File: config.mk
export PLATFORM = sky130hd
export DESIGN_NAME = serial_lock_detect
export DESIGN_NICKNAME = d
export VERILOG_FILES = /design/src/rtl/lockdet_pkg.sv /design/src/rtl/lockdet_hist.sv /design/src/rtl/lockdet_window.sv /design/src/rtl/lockdet_mute.sv /design/src/rtl/serial_lock_detect.sv
export SDC_FILE = /design/constraint.sdc
export NUM_CORES = 1
export LEC_CHECK = 0
export ABC_AREA = 1
export BUFFER_PORTS_ARGS = -buffer_cell sky130_fd_sc_hd__clkbuf_2
export CAP_MARGIN = 20
export CORE_ASPECT_RATIO = 0.9
export CORE_MARGIN = 4
export CORE_UTILIZATION = 55
export CTS_BUF_LIST = sky130_fd_sc_hd__clkbuf_8
export DETAILED_ROUTE_END_ITERATION = 7
export GPL_ROUTABILITY_DRIVEN = 0
export PLACE_DENSITY = 0.72
export SYNTH_ARGS = -nofsm -noshare
export SYNTH_HDL_FRONTEND = slang
export SYNTH_SLANG_ARGS = --single-unit
File: constraint.sdc
create_clock -name clk -period 1.61 [get_ports clk]
set_input_delay 0.322 -clock clk [delete_from_list [all_inputs] [get_ports clk]]
set_output_delay 0.322 -clock clk [all_outputs]
set_load 0.1 [all_outputs]
File: src/rtl/lockdet_pkg.sv
package lockdet_pkg;

  // True while a count taken since the last qualifying event is still inside its window.
  function automatic logic window_open(input int unsigned cnt, input int unsigned limit);
    return cnt < limit;
  endfunction

  // A three-bit window holding an isolated bit: only possible at the true bit rate.
  function automatic logic is_single_run(input logic [2:0] w);
    return (w == 3'b101) || (w == 3'b010);
  endfunction

endpackage

File: src/rtl/lockdet_hist.sv
module lockdet_hist (
  input  logic clk,
  input  logic rst_n,
  input  logic bit_in,
  input  logic bit_vld,
  output logic trans_evt,
  output logic single_evt
);
  import lockdet_pkg::*;

  logic [1:0] hist_q;
  logic [1:0] fill_q;

  always_ff @(posedge clk or negedge rst_n) begin
    if (!rst_n) begin
      hist_q <= 2'b00;
      fill_q <= 2'd0;
    end else if (bit_vld) begin
      hist_q <= {hist_q[0], bit_in};
      if (fill_q != 2'd2) fill_q <= fill_q + 2'd1;
    end
  end

  assign trans_evt  = bit_vld && (fill_q != 2'd0) && (bit_in != hist_q[0]);
  assign single_evt = bit_vld && (fill_q == 2'd2) && is_single_run({hist_q, bit_in});
endmodule

File: src/rtl/lockdet_window.sv
module lockdet_window #(
  parameter int unsigned LIMIT      = 16,
  parameter bit          NEED_EVENT = 1'b1
) (
  input  logic clk,
  input  logic rst_n,
  input  logic restart,
  input  logic advance,
  output logic open_o
);
  import lockdet_pkg::*;

  localparam int unsigned CW = $clog2(LIMIT + 1);

  logic [CW-1:0] cnt_q;
  logic          below;

  always_ff @(posedge clk or negedge rst_n) begin
    if (!rst_n)                                cnt_q <= '0;
    else if (restart)                          cnt_q <= '0;
    else if (advance && cnt_q != CW'(LIMIT))   cnt_q <= cnt_q + 1'b1;
  end

  assign below = window_open(32'(cnt_q), LIMIT);

  generate
    if (NEED_EVENT) begin : g_seen
      logic seen_q;
      always_ff @(posedge clk or negedge rst_n) begin
        if (!rst_n)       seen_q <= 1'b0;
        else if (restart) seen_q <= 1'b1;
      end
      assign open_o = seen_q & below;
    end else begin : g_free
      assign open_o = below;
    end
  endgenerate
endmodule

File: src/rtl/lockdet_mute.sv
module lockdet_mute (
  input  logic clk,
  input  logic rst_n,
  input  logic lock_i,
  input  logic bit_vld,
  input  logic bit_in,
  output logic data_o
);
  logic out_q;

  always_ff @(posedge clk or negedge rst_n) begin
    if (!rst_n)                  out_q <= 1'b0;
    else if (lock_i && bit_vld)  out_q <= bit_in;
  end

  assign data_o = out_q;
endmodule

File: src/rtl/serial_lock_detect.sv
module serial_lock_detect #(
  parameter int unsigned RUN_LIMIT     = 16,
  parameter int unsigned GAP_LIMIT     = 8,
  parameter int unsigned SINGLE_WINDOW = 48
) (
  input  logic clk,
  input  logic rst_n,
  input  logic bit_in,
  input  logic bit_vld,
  output logic lock_o,
  output logic data_o,
  output logic trans_ok_o,
  output logic fund_ok_o,
  output logic strobe_ok_o
);
  logic trans_evt;
  logic single_evt;
  logic gap_cycle;

  assign gap_cycle = !bit_vld;

  lockdet_hist u_hist (
    .clk(clk), .rst_n(rst_n), .bit_in(bit_in), .bit_vld(bit_vld),
    .trans_evt(trans_evt), .single_evt(single_evt)
  );

  lockdet_window #(.LIMIT(RUN_LIMIT), .NEED_EVENT(1'b1)) u_run_win (
    .clk(clk), .rst_n(rst_n), .restart(trans_evt), .advance(bit_vld), .open_o(trans_ok_o)
  );

  lockdet_window #(.LIMIT(SINGLE_WINDOW), .NEED_EVENT(1'b1)) u_pat_win (
    .clk(clk), .rst_n(rst_n), .restart(single_evt), .advance(bit_vld), .open_o(fund_ok_o)
  );

  lockdet_window #(.LIMIT(GAP_LIMIT), .NEED_EVENT(1'b0)) u_gap_win (
    .clk(clk), .rst_n(rst_n), .restart(bit_vld), .advance(gap_cycle), .open_o(strobe_ok_o)
  );

  assign lock_o = trans_ok_o & fund_ok_o & strobe_ok_o;

  lockdet_mute u_mute (
    .clk(clk), .rst_n(rst_n), .lock_i(lock_o), .bit_vld(bit_vld),
    .bit_in(bit_in), .data_o(data_o)
  );
endmodule

==> run metrics <==
hold crit path type=in2async; Slew HR=63.1%; post-synthesis sequential area ratio=44.4%; skew final=0.00463 ns; port bufs=8; FF+latch count, synth=22; Final Hold Slack=0.0313 ns; R2R setup slack=0.20 ns; status=complete, but fails checks; Num CTS Buffers=3; detail-routed via count per cell=5.36; f_max=0.617 GHz; die width=58.0 um; mapped cell area=0.00124 mm2; Critical Path Start Type=flip-flop; Yosys Warn Count=0; min Tclk post-route=1.62 ns; detailed placement HPWL=1780 um; crit path max fanout=2; htree depth=1; core box area=0.00216 mm2; hold_buf cts=0; commonest non-fill, non-tap cell in the layout=nand2_1; GRT Residual Overflow=0; final period utilization=101%; global-route wire length before repair=4480 um; maxcap violations=0; detailed-route DRC error count=0; Final setup violation count=1; Routed WL per cell=12.8 um; ANT cells=0; Peak VDD IR=0.000792 V; Critical Path RT=1.29 ns; pre-CTS WS=0.161 ns; vias in the first global route=1051; fraction of layout cells with a size suffix above 1=17.1%; CTS tree=built; Clock Latency Late Sink=0.26 ns; DR vias=1055; Final Hold Fails=0; post-synthesis instance total=153; clk root buf=clkbuf_8; DIE AREA=0.00308 mm2; failing checks=setup timing; DRT Wirelength=2520 um; Clock Pin Slew Worst Setup and Hold Paths=0.08 ns; nets=186; syn_area_per_cell=8.10 um2; Site Rows=16; overall power=1950 uW; Mapped Nets=167; area grow syn2layout=18.9%; Worst Setup End Kind=output port; non-filler cells, final=197; Ports=9; commonest non-fill, non-tap cells in the layout=nand2_1, inv_1, dfrtp_1; Die Y-Extent=53.0 um; post-route ant nets=0; clk sinks=22; Yosys cell types=21; DRT iter0 DRCs=39; 1st-pass router iterations=4; initial antenna violation count=0; largest net degree at the start of global routing=23; max-slew violation count=0; Worst Setup Slack, final=-0.0115 ns; actual slew at the worst max-slew pin=0.554 ns; Initial Util=57.3%; Placed Instances=187; leakage power=0.000784 uW; CP arrival=1.30 ns; P per Cell Area=1320 mW/mm2; clock buffer depth=2; RSZ-0062 raised after global routing=true; WS Path Type=reg2out; GRT Util Overall=19.3%
-- critical path: stages (launching register included) --
cell,delay (ns)
dfrtp_1,0.39
nand2_1,0.09
clkinv_2,0.08
nor2_4,0.13
nand2_2,0.07
nor2_4,0.10
buf_12,0.18
-- cells by family (layout without fill, tap and decap cells) --
group                      Yosys count  in the layout  share of synthesized area, %
and+or+nand+nor                     75             75                          27.4
buffers and inverters               27             44                          9.19
adders and majority gates           10             10                          10.1
xor gates and xnor gates             4              4                          2.83
DFF                                 22             22                          44.4
AOI/OAI and AO/OA                   15             15                          6.06
-- Yosys cell counts, drive strengths merged --
library cell,number,area [um2]
a21oi,3,15.0
buf,2,18.8
clkinv,1,5.00
dfrtp,22,551
ha,10,125
inv,24,90.1
nand2,32,125
nand3,16,80.1
nand4,7,43.8
nor2,18,77.6
o21ai,12,60.1
or2,2,12.5
xnor2,1,8.76
xor2,3,26.3
-- through the flow --
| stage | util [%] | area, um2 | TNS [ns] |
|---|---|---|---|
| 2_1_floorplan | - | 1260 | -0.431 |
| 3_3_place_gp | 63.8 | 1380 | 0 |
| 3_5_place_dp | 63.8 | 1380 | 0 |
| 4_1_cts | 67.1 | 1450 | 0 |
| 5_1_grt | 68.1 | 1470 | -0.106 |
| 6_report | 68.1 | 1470 | -0.0115 |
-- routing by layer --
metal  vias to the layer above  GRT usage (%)  share of wire (%)
met3                         0           5.37                3.7
met1                       516           22.1                 43
met5                         -              0                  0
li1                        521              -                  -
met2                        18           34.6                 53
met4                         0           6.18                  0
-- state kept, by name, indices dropped and copies added (netlist names) --
signal,flops
u_mute.data_o,1
u_hist.hist_q,2
u_hist.fill_q,2
u_pat_win.cnt_q,6
u_pat_win.g_seen.seen_q,1
u_run_win.g_seen.seen_q,1
u_gap_win.cnt_q,4
u_run_win.cnt_q,5
-- timing repair --
action,CTS,global route
resized for setup,0,0
setup endpoints to repair,1,1
buffers inserted,4,3
pin swaps,1,2
-- cell type report --
cell class                      count  area [um2]
Timing Repair Buffer               16         160
Multi-Input combinational cell    104         592
Inverter                           25        95.1
Clock buffer                        3        41.3
Sequential cell                    22         551
Tap cell                           27        33.8
Fill cell                         177         689
-- report_power, final --
| group | total, uW | internal (uW) | switching (uW) |
|---|---|---|---|
| Combinational | 766 | 319 | 446 |
| Clock | 339 | 167 | 172 |
| Sequential | 843 | 700 | 143 |
| Total | 1950 | 1190 | 761 |
-- final timing paths --
check | start | end | cells past startpoint
setup / recovery | u_pat_win.cnt_q[5] | lock_o | 6
hold / removal | rst_n | u_gap_win.cnt_q[0] | 1
setup reg to reg | u_pat_win.cnt_q[0] | u_pat_win.cnt_q[5] | 9
hold reg to reg | u_run_win.g_seen.seen_q | u_run_win.g_seen.seen_q | 2
max in group asynchronous | rst_n | u_run_win.cnt_q[0] | 1
min in group clk | bit_in | u_hist.hist_q[0] | 3
Power figures use the tool's default switching activity.
